==> src/rtl/dpll_pkg.sv <==
package dpll_pkg;

    typedef enum logic [1:0] {
        ADJ_NONE    = 2'd0,
        ADJ_STRETCH = 2'd1,
        ADJ_SKIP    = 2'd2
    } adj_e;

    typedef struct packed {
        logic one_missing;
        logic two_missing;
    } miss_t;

    typedef struct packed {
        logic force_search;
        logic clr_miss;
        logic edge_seen;
    } ctl_t;

    function automatic logic in_span(input int v, input int lo, input int hi);
        return (v >= lo) && (v <= hi);
    endfunction

endpackage

==> src/rtl/dpll_edge_sync.sv <==
module dpll_edge_sync #(
    parameter int STAGES = 2
) (
    input  logic clk,
    input  logic rst,
    input  logic din,
    output logic edge_seen
);
    logic [STAGES:0] chain_q;

    always_ff @(posedge clk) begin
        if (rst) chain_q <= '0;
        else     chain_q <= {chain_q[STAGES-1:0], din};
    end

    assign edge_seen = chain_q[STAGES] ^ chain_q[STAGES-1];
endmodule

==> src/rtl/dpll_cycle_ctr.sv <==
module dpll_cycle_ctr
    import dpll_pkg::*;
#(
    parameter int CELL   = 32,
    parameter int ADJ    = 5,
    parameter int DECIDE = 2
) (
    input  logic                    clk,
    input  logic                    rst,
    input  logic                    force_search,
    input  logic                    edge_seen,
    input  adj_e                    adj,
    input  logic                    go_search,
    output logic [$clog2(CELL)-1:0] cnt,
    output logic [$clog2(CELL)-1:0] cnt_nxt,
    output logic                    searching,
    output logic                    search_nxt,
    output logic                    adj_taken
);
    localparam int CW   = $clog2(CELL);
    localparam int PARK = CELL / 2;

    always_comb begin
        cnt_nxt    = cnt;
        search_nxt = searching;
        adj_taken  = 1'b0;
        if (force_search) begin
            cnt_nxt    = CW'(PARK);
            search_nxt = 1'b1;
        end else if (searching) begin
            if (edge_seen) begin
                cnt_nxt    = CW'(PARK + 1);
                search_nxt = 1'b0;
            end
        end else if (go_search && cnt == CW'(DECIDE)) begin
            cnt_nxt    = CW'(PARK);
            search_nxt = 1'b1;
        end else if (adj == ADJ_SKIP && cnt == CW'(ADJ - 1)) begin
            cnt_nxt   = CW'(ADJ + 1);
            adj_taken = 1'b1;
        end else if (adj == ADJ_STRETCH && cnt == CW'(ADJ)) begin
            cnt_nxt   = cnt;
            adj_taken = 1'b1;
        end else begin
            cnt_nxt = (cnt == CW'(CELL - 1)) ? '0 : cnt + 1'b1;
        end
    end

    always_ff @(posedge clk) begin
        if (rst) begin
            cnt       <= CW'(PARK);
            searching <= 1'b1;
        end else begin
            cnt       <= cnt_nxt;
            searching <= search_nxt;
        end
    end
endmodule

==> src/rtl/dpll_phase_track.sv <==
module dpll_phase_track
    import dpll_pkg::*;
#(
    parameter int CELL = 32
) (
    input  logic                    clk,
    input  logic                    rst,
    input  ctl_t                    ctl,
    input  logic [$clog2(CELL)-1:0] cnt,
    input  logic                    searching,
    input  logic                    adj_taken,
    output adj_e                    adj,
    output logic                    go_search,
    output miss_t                   miss
);
    localparam int HALF   = CELL / 2;
    localparam int WIN_LO = HALF - HALF / 4;
    localparam int WIN_HI = HALF + HALF / 8;

    logic hit_q, prev_miss_q;
    logic in_win, take, at_close, missed, double_miss;

    always_comb begin
        in_win      = !searching && in_span(int'(cnt), WIN_LO, WIN_HI);
        take        = ctl.edge_seen && in_win && !hit_q;
        at_close    = !searching && (int'(cnt) == WIN_HI);
        missed      = at_close && !(hit_q || take);
        double_miss = missed && prev_miss_q;
    end

    always_ff @(posedge clk) begin
        if (rst || ctl.force_search) begin
            hit_q       <= 1'b0;
            prev_miss_q <= 1'b0;
            adj         <= ADJ_NONE;
            go_search   <= 1'b0;
            miss        <= '0;
        end else if (searching) begin
            go_search <= 1'b0;
            if (ctl.edge_seen) begin
                hit_q       <= 1'b1;
                prev_miss_q <= 1'b0;
                adj         <= ADJ_NONE;
            end
            miss.one_missing <= miss.one_missing && !ctl.clr_miss;
            miss.two_missing <= miss.two_missing && !ctl.clr_miss;
        end else begin
            if (take) begin
                hit_q <= 1'b1;
                adj   <= (int'(cnt) >= HALF) ? ADJ_STRETCH : ADJ_SKIP;
            end else if (adj_taken) begin
                adj <= ADJ_NONE;
            end
            if (at_close) begin
                hit_q       <= 1'b0;
                prev_miss_q <= missed;
                if (double_miss) go_search <= 1'b1;
            end
            miss.one_missing <= (miss.one_missing && !ctl.clr_miss) || missed;
            miss.two_missing <= (miss.two_missing && !ctl.clr_miss) || double_miss;
        end
    end
endmodule

==> src/rtl/dpll_clk_out.sv <==
module dpll_clk_out #(
    parameter int CELL   = 32,
    parameter int DECIDE = 2
) (
    input  logic                    clk,
    input  logic                    rst,
    input  logic [$clog2(CELL)-1:0] cnt_nxt,
    input  logic                    search_nxt,
    output logic                    rx_clk,
    output logic                    tx_clk
);
    import dpll_pkg::*;
    localparam int HALF = CELL / 2;
    localparam int RX_LO = HALF + 1;
    localparam int RX_HI = CELL - 1;
    localparam int TX_LO = DECIDE + 1;
    localparam int TX_HI = HALF - 1;

    always_ff @(posedge clk) begin
        if (rst) begin
            rx_clk <= 1'b0;
            tx_clk <= 1'b0;
        end else begin
            rx_clk <= !search_nxt && in_span(int'(cnt_nxt), RX_LO, RX_HI);
            tx_clk <= !search_nxt && in_span(int'(cnt_nxt), TX_LO, TX_HI);
        end
    end
endmodule

==> src/rtl/fm_dpll_clkrec.sv <==
module fm_dpll_clkrec
    import dpll_pkg::*;
#(
    parameter int CELL        = 32,
    parameter int ADJ_POS     = 5,
    parameter int DECIDE_POS  = 2,
    parameter int SYNC_STAGES = 2
) (
    input  logic clk,
    input  logic rst,
    input  logic en,
    input  logic search_cmd,
    input  logic clr_miss_cmd,
    input  logic rxd,
    output logic rx_clk,
    output logic tx_clk,
    output logic miss_one,
    output logic miss_two,
    output logic in_search
);
    localparam int CW = $clog2(CELL);

    logic          edge_seen;
    logic [CW-1:0] cnt_q, cnt_nxt;
    logic          search_nxt, adj_taken, go_search;
    adj_e          adj;
    miss_t         miss;
    ctl_t          ctl;

    assign ctl.force_search = !en || search_cmd;
    assign ctl.clr_miss     = clr_miss_cmd;
    assign ctl.edge_seen    = edge_seen;

    dpll_edge_sync #(.STAGES(SYNC_STAGES)) u_sync (
        .clk(clk), .rst(rst), .din(rxd), .edge_seen(edge_seen)
    );

    dpll_cycle_ctr #(.CELL(CELL), .ADJ(ADJ_POS), .DECIDE(DECIDE_POS)) u_ctr (
        .clk(clk), .rst(rst),
        .force_search(ctl.force_search), .edge_seen(edge_seen),
        .adj(adj), .go_search(go_search),
        .cnt(cnt_q), .cnt_nxt(cnt_nxt),
        .searching(in_search), .search_nxt(search_nxt),
        .adj_taken(adj_taken)
    );

    dpll_phase_track #(.CELL(CELL)) u_track (
        .clk(clk), .rst(rst), .ctl(ctl),
        .cnt(cnt_q), .searching(in_search), .adj_taken(adj_taken),
        .adj(adj), .go_search(go_search), .miss(miss)
    );

    dpll_clk_out #(.CELL(CELL), .DECIDE(DECIDE_POS)) u_out (
        .clk(clk), .rst(rst),
        .cnt_nxt(cnt_nxt), .search_nxt(search_nxt),
        .rx_clk(rx_clk), .tx_clk(tx_clk)
    );

    assign miss_one = miss.one_missing;
    assign miss_two = miss.two_missing;
endmodule

==> config.mk <==
export PLATFORM = sky130hd
export DESIGN_NAME = fm_dpll_clkrec
export DESIGN_NICKNAME = d
export VERILOG_FILES = /design/src/rtl/dpll_pkg.sv /design/src/rtl/dpll_edge_sync.sv /design/src/rtl/dpll_cycle_ctr.sv /design/src/rtl/dpll_phase_track.sv /design/src/rtl/dpll_clk_out.sv /design/src/rtl/fm_dpll_clkrec.sv
export SDC_FILE = /design/constraint.sdc
export NUM_CORES = 1
export LEC_CHECK = 0
export ABC_AREA = 0
export BUFFER_PORTS_ARGS = -buffer_cell sky130_fd_sc_hd__buf_4
export CAP_MARGIN = 20
export CORE_MARGIN = 4
export CORE_UTILIZATION = 35
export CTS_BUF_LIST = sky130_fd_sc_hd__clkbuf_4 sky130_fd_sc_hd__clkbuf_8
export CTS_CLUSTER_SIZE = 16
export DETAILED_ROUTE_END_ITERATION = 8
export PLACE_DENSITY = 0.61
export SYNTH_ARGS = -nofsm -noshare
export SYNTH_HDL_FRONTEND = slang
export SYNTH_SLANG_ARGS = --single-unit
export TNS_END_PERCENT = 5
==> constraint.sdc <==
create_clock -name clk -period 3.55 [get_ports clk]
set_clock_uncertainty 0.05 [all_clocks]
set_input_delay 0.1775 -clock clk [delete_from_list [all_inputs] [get_ports clk]]
set_output_delay 0.1775 -clock clk [all_outputs]
set_load 0.1 [all_outputs]
# --- After elaboration in Yosys (flattened, before gate mapping) ---
# Cells that the tools add are included.
word_totals:
  regBits: 18
  input_bits: 6
  out_inout_bits: 5
  word_cells: 90
op_classes:
  addsub: 1
  order_cmp: 6
  eq_ne: 8
  mux: 29
  n_bitwise: 1
  n_reduce_logical: 34
ops:
  columns: ["cell", "n"]
  rows:
  - ["5-bit 2-to-1 mux", 7]
  - ["1-bit 2-to-1 mux", 16]
  - ["1-bit logical AND", 15]
  - ["2-bit 2-to-1 mux", 6]
  - ["5-bit by 3-bit equality test with 1-bit output, second input constant", 2]
  - ["5-bit equality test, second input constant", 2]
  - ["5-bit greater-or-equal comparator, second input constant", 2]
  - ["2-bit AND reduction", 4]
  - ["1-bit logical NOT", 6]
  - ["3-bit nonzero test", 2]
  - ["5-bit by 1-bit adder with 5-bit output, second input constant", 1]
  - ["5-bit by 2-bit equality test with 1-bit output, second input constant", 1]
  - ["5-bit by 2-bit greater-or-equal comparator with 1-bit output, second input constant", 1]
  - ["5-bit by 4-bit greater-or-equal comparator with 1-bit output, second input constant", 1]
  - ["5-bit by 4-bit <= comparator with 1-bit output, second input constant", 1]
  - ["5-bit <= comparator, second input constant", 1]
  - ["1-bit logical OR", 5]
  - ["2-bit by 1-bit equality test with 1-bit output, second input constant", 1]
  - ["2-bit equality test, second input constant", 1]
  - ["2-bit != test, second input constant", 1]
  - ["2-bit nonzero test", 1]
  - ["2-bit OR reduction", 1]
  - ["1-bit XOR", 1]

# --- Logic depth before layout (Yosys ltp) ---
# Gate-level depths: netlist of run 1.
logic_depth:
  ltp_word: 11
  mapped_depth: 7
  depth_no_buf: 7

# --- By module ---
# From an unflattened synthesis of run 1, not the netlist that was laid out.
hier_totals:
  cells_unflattened: 122
  area_unflattened_um2: 1082.3
modules_own_cells:
  columns: ["module", "instances", "cells_per_inst", "area_each_um2", "seq_area_each_um2"]
  rows:
  - ["dpll_cycle_ctr", 1, 69, 548.0, 120.1]
  - ["dpll_phase_track", 1, 39, 371.6, 140.1]
  - ["dpll_edge_sync", 1, 7, 87.6, 60.1]
  - ["dpll_clk_out", 1, 6, 68.8, 40.0]
  - ["fm_dpll_clkrec", 1, 1, 6.3, 0.0]

# --- Worst setup path before layout of run 1 ---
# OpenSTA, ideal clock, no wires.
synth_path:
  path_kind: "register to register"
  start: "register u_ctr.searching"
  end: "register u_out.rx_clk"
  setup_ps: 91
  arrival_ps: 2131
  required_ps: 3409
  setup_slack_ps: 1278
  path_stages_with_launch: 6
  n_path_buf: 1
  period_less_slack_ps: 2272
  path_cell_list: "dfxtp_1 -> clkbuf_1 -> and2_1 -> a211oi_1 -> or3_1 -> a311oi_1"
synth_between:
  elab_chain_len: 4
  word_cells_on_any_way: 7
  classes_between: "order compare: 1; mux: 4; reduce/logical: 2"
synth_lines:
  columns: ["item", "line_no", "rtl"]
  rows:
  - ["from (decl)", "dpll_cycle_ctr.sv:16", "output logic searching,"]
  - ["from (signal assigned)", "dpll_cycle_ctr.sv:55", "searching <= search_nxt;"]
  - ["5-bit 2-to-1 mux / 1-bit 2-to-1 mux (equally long branches)", "dpll_cycle_ctr.sv:30", "end else if (searching) begin"]
  - ["5-bit 2-to-1 mux / 1-bit 2-to-1 mux (equally long branches)", "dpll_cycle_ctr.sv:27", "if (force_search) begin"]
  - ["5-bit greater-or-equal comparator / 1-bit logical NOT (equally long branches)", "dpll_pkg.sv:21, dpll_clk_out.sv:24", null]
  - ["1-bit logical AND *", "dpll_clk_out.sv:24", "rx_clk <= !search_nxt && in_span(int'(cnt_nxt), RX_LO, RX_HI);"]
  - ["to (signal assigned)", "dpll_clk_out.sv:24", null]
  - ["to (decl)", "dpll_clk_out.sv:9", "output logic rx_clk,"]
# Mark *: on every way between the ends. The rest lies on a longest branch, timed or not.
# A chain may end at the register's enable or synchronous reset.

# --- Final worst setup path of run 1 ---
layout_path:
  start: "register u_ctr.cnt[0]"
  end: "register u_track.go_search"
layout_between:
  elab_chain_len: 10
  word_cells_on_any_way: 13
  classes_between: "order compare: 2; eq/ne: 1; reduce/logical: 10"
layout_lines:
  columns: ["item", "line_no", "rtl"]
  rows:
  - ["from (decl)", "dpll_cycle_ctr.sv:14", "output logic [$clog2(CELL)-1:0] cnt,"]
  - ["from (signal assigned)", "dpll_cycle_ctr.sv:51", "cnt <= CW'(PARK);"]
  - ["from (signal assigned)", "dpll_cycle_ctr.sv:54", "cnt <= cnt_nxt;"]
  - ["5-bit by 4-bit greater-or-equal comparator with 1-bit output / 5-bit <= comparator (equally long branches)", "dpll_pkg.sv:21", "return (v >= lo) && (v <= hi);"]
  - ["1-bit logical AND", "dpll_pkg.sv:21", null]
  - ["1-bit logical AND", "dpll_phase_track.sv:24", "in_win = !searching && in_span(int'(cnt), WIN_LO, WIN_HI);"]
  - ["1-bit logical AND (2 in series)", "dpll_phase_track.sv:25", "take = ctl.edge_seen && in_win && !hit_q;"]
  - ["1-bit logical OR", "dpll_phase_track.sv:27", "missed = at_close && !(hit_q || take);"]
  - ["1-bit logical NOT", "dpll_phase_track.sv:27", null]
  - ["1-bit logical AND", "dpll_phase_track.sv:27", null]
  - ["1-bit logical AND", "dpll_phase_track.sv:28", "double_miss = missed && prev_miss_q;"]
  - ["2-bit AND reduction (no source line) *", null, null]
  - ["to (signal assigned)", "dpll_phase_track.sv:36", "go_search <= 1'b0;"]
  - ["to (signal assigned)", "dpll_phase_track.sv:39", "go_search <= 1'b0;"]
  - ["to (signal assigned)", "dpll_phase_track.sv:57", "if (double_miss) go_search <= 1'b1;"]
  - ["to (decl)", "dpll_phase_track.sv:13", "output logic go_search,"]
# Marks and branches as above.

==> results.md, run 1 <==
- Crit path required time: 3.71 ns
- Final TNS setup: 0 ns
- Largest net degree at the start of global routing: 13
- R2R Setup Slk: ~1.4 ns
- Seq/Total Area, Yosys: 37.7%
- Post-cts resize count: 0
- Syn avg cell area: 8.60 µm²
- FMAX: 459 MHz
- Worst skew pair latency: 0.31 ns
- Via density: ~5.5
- Tmin final: about 2.2 ns
- Via count: 823
- CTS tree: built
- FF+latch count, synth: 18
- Crit. End Element: flip-flop
- Slew HR: between 60% and 70%
- Post-synth net total: 122
- Nets@finish: 133
- Initial DRC Count: 40
- Gp weighted congestion: 0.948
- Hold-fix buffer count after cts: 0
- Clk slew on worst S/H paths: around 0.12 ns
- Critical setup path kind: flip-flop to flip-flop
- Synthesized cell area: 955 µm²
- Final instance area: 1090 µm²
- Worst hold path class: input pin to flip-flop
- Share of cells above drive strength 1: 14.0%
- CTS sink cnt: 18
- Crit-path max FO: 6
- Slew @ Worst Pin: 0.466 ns
- Total track usage: between 10% and 20%
- H-tree Lvls: 1
- I/O pin count: 11
- DRT Wirelength: 1960 µm
- First-pass GRT wire length: 3480 µm
- Post-CTS Setup Inserts: 0
- Gate Count Post-Synth: approximately 110
- Routed WL per cell: 13.0 µm
- Die Span X: 60.2 µm
- Final period util: 61.4%
- Startpoint types: flip-flop
- Leak: 0.000387 µW
- Peak supply drop: approximately 0.25 mV
- DR pass1 iterations: 5
- CTS root buf: clkbuf_4
- Routed Antenna Nets: 0
- GR Overflow Total: 0
- Final slew viol count: 0
- DIE AREA: roughly 3600 µm²
- DRC: 0
- Rows: 18
- Area grow syn2layout: 13.9%
- Vias in the first global route: 799
- Die H: 60.2 µm
- Final Hold Viols: 0
- P per Cell Area: between 300 and 400 nW/µm²
- Core Util, Final: 42.7%
- Final setup violation count: 0
- Unrepaired setup endpoints after global routing: false
- Ant. Diodes: 0
- Clock Tree Buf Depth: 2
- DP Wirelength: between 1000 and 1500 µm
- Initial Util: 37.5%
- Count of input and output buffers: 10
- CTS buffer count: 3
- Outcome: finished clean
- Placed Area: 1050 µm²
- Worst EP arrival: 2.35 ns
- Yosys warns: 0
- Max_cap viols: 0
- Core Region: 2540 µm²
- Initial antenna violation count: 0
- Unique masters post-synth: 39
==> critical path, cell delays in order (launching register included) <==
cell and delay (ns):
dfxtp_1 0.44, inv_1 0.09, ha_1 0.24, nand2b_1 0.15, a32o_1 0.28, a211o_1 0.32, or2_2 0.29, a211oi_1 0.23
==> cells in the mapped netlist, drive strengths merged <==
library cell / n / area [µm²]
clkbuf: 2 / 7.51
nor3: 1 / 5.00
nand4b: 1 / 8.76
a21oi: 9 / 48.8
nor2b: 5 / 31.3
a211o: 1 / 8.76
a41oi: 1 / 8.76
or3: 1 / 6.26
and3: 2 / 12.5
and2: 3 / 18.8
nand3: 6 / 30.0
nand4: 1 / 6.26
or3b: 1 / 8.76
dfxtp: 18 / 360
o211a: 1 / 10.0
or2: 3 / 18.8
a31oi: 3 / 18.8
a32o: 1 / 10.0
nand2: 5 / 18.8
xnor2: 3 / 26.3
xor2: 1 / 8.76
buf: 2 / 8.75
nand3b: 3 / 22.5
a311oi: 1 / 8.76
nand2b: 5 / 31.3
a21o: 1 / 7.51
o21ai: 5 / 25.0
ha: 5 / 62.6
nor2: 7 / 26.3
inv: 5 / 18.8
a22oi: 2 / 15.0
a211oi: 2 / 15.0
a2111o: 1 / 11.3
a21bo: 1 / 10.0
o311a: 1 / 10.0
a22o: 1 / 8.76
==> sequential cells by signal, summed over array words and instances (netlist names) <==
signal and count:
u_ctr.cnt 5, u_sync.chain_q 3, u_track.adj 2, u_track.miss 2
u_ctr.searching 1, u_out.rx_clk 1, u_out.tx_clk 1, u_track.go_search 1
u_track.hit_q 1, u_track.prev_miss_q 1
==> routing by layer <==
| layer | global-route usage (%) | routed length (µm) | share of wire [%] | vias to the layer above |
|---|---|---|---|---|
| met2 | 19.0 | 894 | 46 | 30 |
| met1 | 17.7 | 911 | 46 | 367 |
| met3 | 2.59 | 127 | 6.5 | 3 |
| li1 | - | - | - | 423 |
| met4 | 8.23 | 28 | 1.4 | 0 |
| met5 | 0 | 0 | 0 | - |
==> cell type report <==
cell class	instances	area, µm²
Sequential cell	18	360
Timing Repair Buffer	10	75.1
Clock buffer	4	36.3
Multi-Input combinational cell	84	559
Tap cell	30	37.5
Fill cell	258	1460
Inverter	5	18.8
==> path summary, 6_finish.rpt <==
path                     start           endpoint  cells past startpoint
max               u_ctr.cnt[0]  u_track.go_search                      7
min                        rst       u_ctr.cnt[0]                      2
max reg2reg       u_ctr.cnt[0]  u_track.go_search                      7
min reg2reg  u_sync.chain_q[0]  u_sync.chain_q[1]                      1
==> cells in the final DEF (no fill, tap or decap), types with 2 or more instances in the layout <==
master     n
a211oi_1   2
nand3b_1   3
a22oi_1    2
or2_2      2
nand2_1    5
nand2b_1   5
buf_4     10
and3_1     2
xnor2_1    3
inv_1      5
a21oi_1    8
and2_1     3
o21ai_0    5
nor2b_1    5
nor2_1     7
clkbuf_4   3
dfxtp_1   18
nand3_1    6
ha_1       5
a31oi_1    3
==> power breakdown <==
part	switching (µW)	total [µW]	internal (µW)
sequential	1.90	206	204
clock	68.5	131	62.6
combinational	12.1	21.8	9.62
==> cells by family (layout without fill, tap and decap cells) <==
kind of cell             count (synthesis)  count (layout)  synth area share, %
AO/OA/AOI/OAI                           31              31                 22.7
XOR/XNOR                                 4               4                 3.67
adder cells (fa/ha/maj)                  5               5                 6.55
buffers and inverters                    9              19                 3.67
flip-flops                              18              18                 37.7
AND/OR/NAND/NOR                         44              44                 25.7
==> stage by stage <==
step           total power (µW)  cells  hold WS [ns]  worst slack (ns)
5_1_grt                     377    151       0.00564              1.24
2_1_floorplan               224    111         0.199              1.28
3_5_place_dp                232    147         0.342              1.40
3_3_place_gp                232    147         0.340              1.48
4_1_cts                     362    151       0.00175              1.38
6_report                    359    151      0.000606              1.37
(Power assumes the default switching activity.)
==> run 2: changes to the inputs <==
clock period = 2.3 ns   (was 3.55 ns; I/O delays follow)
==> run 2 against run 1 <==
Against the previous run: core utilization up 1.1 points; global-route usage down 0.77 points; largest power group unchanged; critical path type unchanged; setup slack worse by 1.2 ns.
==> results.md, run 2 (synthesis gave the netlist of run 1 again) <==
- Slew HR: ~71%
- Critical R2R Launch: u_ctr.cnt[0]
- Slowest-stage cell, CP: dfxtp_2
- Rows: 18
- Multi-input logic area: 559 µm²
- Final setup violation count: 0
- Initial DRC Count: 33
- FMAX: 471 MHz
- Placed Area: about 1100 µm²
- Max_cap viols: 0
- HP Start: clr_miss_cmd
- Ant. Diodes: 0
- Via count: slightly below 900
- Inst Count DP: 148
- DR pass1 iterations: 4
- Tmin final: 2.12 ns
- Core Region: 2540 µm²
- Max FFs per register: 5
- Clock Tree Buf Depth: 2
- Layout fillers: 247
- Gp weighted congestion: between 0.8 and 0.9
- Routed WL per cell: between 10 and 15 µm
- Register Area: 362 µm²
- Largest net degree at the start of global routing: 13
- CTS tree: built
- Via density: 5.62
- DRC: 0
- Slowest stage delay, CP: ~0.4 ns
- First-pass GRT wire length: ~3500 µm
- P_int: ~430 µW
- Worst skew pair latency: about 0.30 ns
- Logic pwr share: 6.8%
- CTS buffer count: 3
- Final TNS setup: 0 ns
- P per Cell Area: between 400 and 500 nW/µm²
- I/O pin count: 11
- H-tree Lvls: 1
- Slew @ Worst Pin: 0.437 ns
- Crit path required time: 2.45 ns
- Routed Antenna Nets: 0
- Nets@finish: 136
- Largest reg by FF count: u_ctr.cnt
- R2R Setup Slk: 0.18 ns
- Unrepaired setup endpoints after global routing: false
- Worst EP arrival: 2.28 ns
- Area grow syn2layout: 16.9%
- GR Overflow Total: 0
- Layout Cells excl Fill: 154
- Crit. End Element: flip-flop
- Initial antenna violation count: 0
- CP cell instances: inv_1 -> ha_1 -> nand2b_1 -> a32o_1 -> a211o_1 -> or2_2 -> a211oi_1
- Total track usage: 12.4%
- Initial Util: 37.5%
- DRT Wirelength: 2010 µm
- Worst hold path class: input pin to flip-flop
- Sequential Power Share: 57.5%
- Capturing point of the worst reg2reg path: u_track.go_search
- Leading cell types in the layout, fill and taps excluded: dfxtp_1, buf_4, a21oi_1, nor2_1, nand3_1
- Clock Power Share: between 30% and 40%
- DP Wirelength: 1540 µm
- Share of cells above drive strength 1: 15.3%
- Final Hold Viols: 0
- Critical path origin: u_ctr.cnt[0]
- DIE AREA: ~3600 µm²
- Critical setup path kind: flip-flop to flip-flop
- Post-CTS Setup Inserts: 0
- Peak supply drop: 0.324 mV
- Die H: 60.2 µm
- Top flop regs: u_ctr.cnt (5), u_sync.chain_q (3)
- Leak: 0.000401 µW
- Worst R2R Path Depth: 7
- Commonest non-fill, non-tap cell in the layout: dfxtp_1
- Count of input and output buffers: 10
- Switching share of power: 22.5%
- Outcome: finished clean
- Clk slew on worst S/H paths: between 0.1 and 0.15 ns
- Final instance area: 1120 µm²
- P_sw: 125 µW
- Crit path to: u_track.go_search
- Vias in the first global route: 802
- Startpoint types: flip-flop
- CTS root buf: clkbuf_4
- CTS sink cnt: 18
- Final period util: 92.3%
- Crit-path max FO: 6
- Final slew viol count: 0
- Die Span X: roughly 60 µm
## run 2: cell types whose count changed in the layout (fill, tap and decap cells not counted)
cell / previous run / this run
dlygate4sd3_1: 0 / 2
buf_4: 10 / 11
dfxtp_1: 18 / 17
dfxtp_2: 0 / 1
## run 2: critical path: cells and delay by family (launching register included)
family | cells | cell delay, ns
AOI/OAI and AO/OA | 3 | 0.84
and+or+nand+nor | 2 | 0.45
DFF | 1 | 0.39
adders and majority gates | 1 | 0.23
buffers and inverters | 1 | 0.08
## run 2: metrics by stage
step	hold WS, ns	utilization [%]	total power [µW]	worst slack (ns)
after floorplan	0.137	-	346	0.0280
after CTS	0.0406	43.8	555	0.115
after detailed placement	0.277	41.6	360	0.146
final	0.0479	43.9	553	0.177
after global placement	0.277	41.6	359	0.234
after global routing	0.0569	43.9	575	0.0611
## run 2: timing repair
item,CTS,global route
hold buffers,2,0
endpoints found under the setup margin,0,1
endpoints found under the hold margin,4,0
gates resized for setup,0,1
## run 2: worst min path at each step
stage / cells past startpoint / end
6_report: 3 / u_track.miss[0]
5_1_grt: 3 / u_track.miss[0]
4_1_cts: 3 / u_track.miss[0]
3_5_place_dp: 2 / u_sync.chain_q[0]
3_3_place_gp: 2 / u_sync.chain_q[2]
2_1_floorplan: 1 / u_sync.chain_q[0]
## run 2: power by group through the flow
| stage | Sequential [µW] | Clock, µW | Combinational (µW) |
|---|---|---|---|
| global placement | 325 | 0 | 34.8 |
| global route | 319 | 215 | 40.8 |
| finish | 318 | 198 | 37.5 |
| floorplan | 326 | 0 | 19.8 |
| CTS | 318 | 200 | 37.5 |
| detailed placement | 325 | 0 | 34.7 |
## run 2: cell type report
class,instances,share of cell area [%]
multi-input cells,84,50.1
repair buffers,13,9.19
clock buffers,4,3.25
flip-flops and latches,18,32.4
well taps,30,3.36
inverters,5,1.68
## run 2: metal layers
metal	vias up	track usage, %	share of wire, %	routed length [µm]
met5	-	0	0	0
met4	0	3.80	0.15	3
met3	2	2.59	6.6	132
met2	38	18.8	45	910
met1	399	17.4	48	967
li1	427	-	-	-
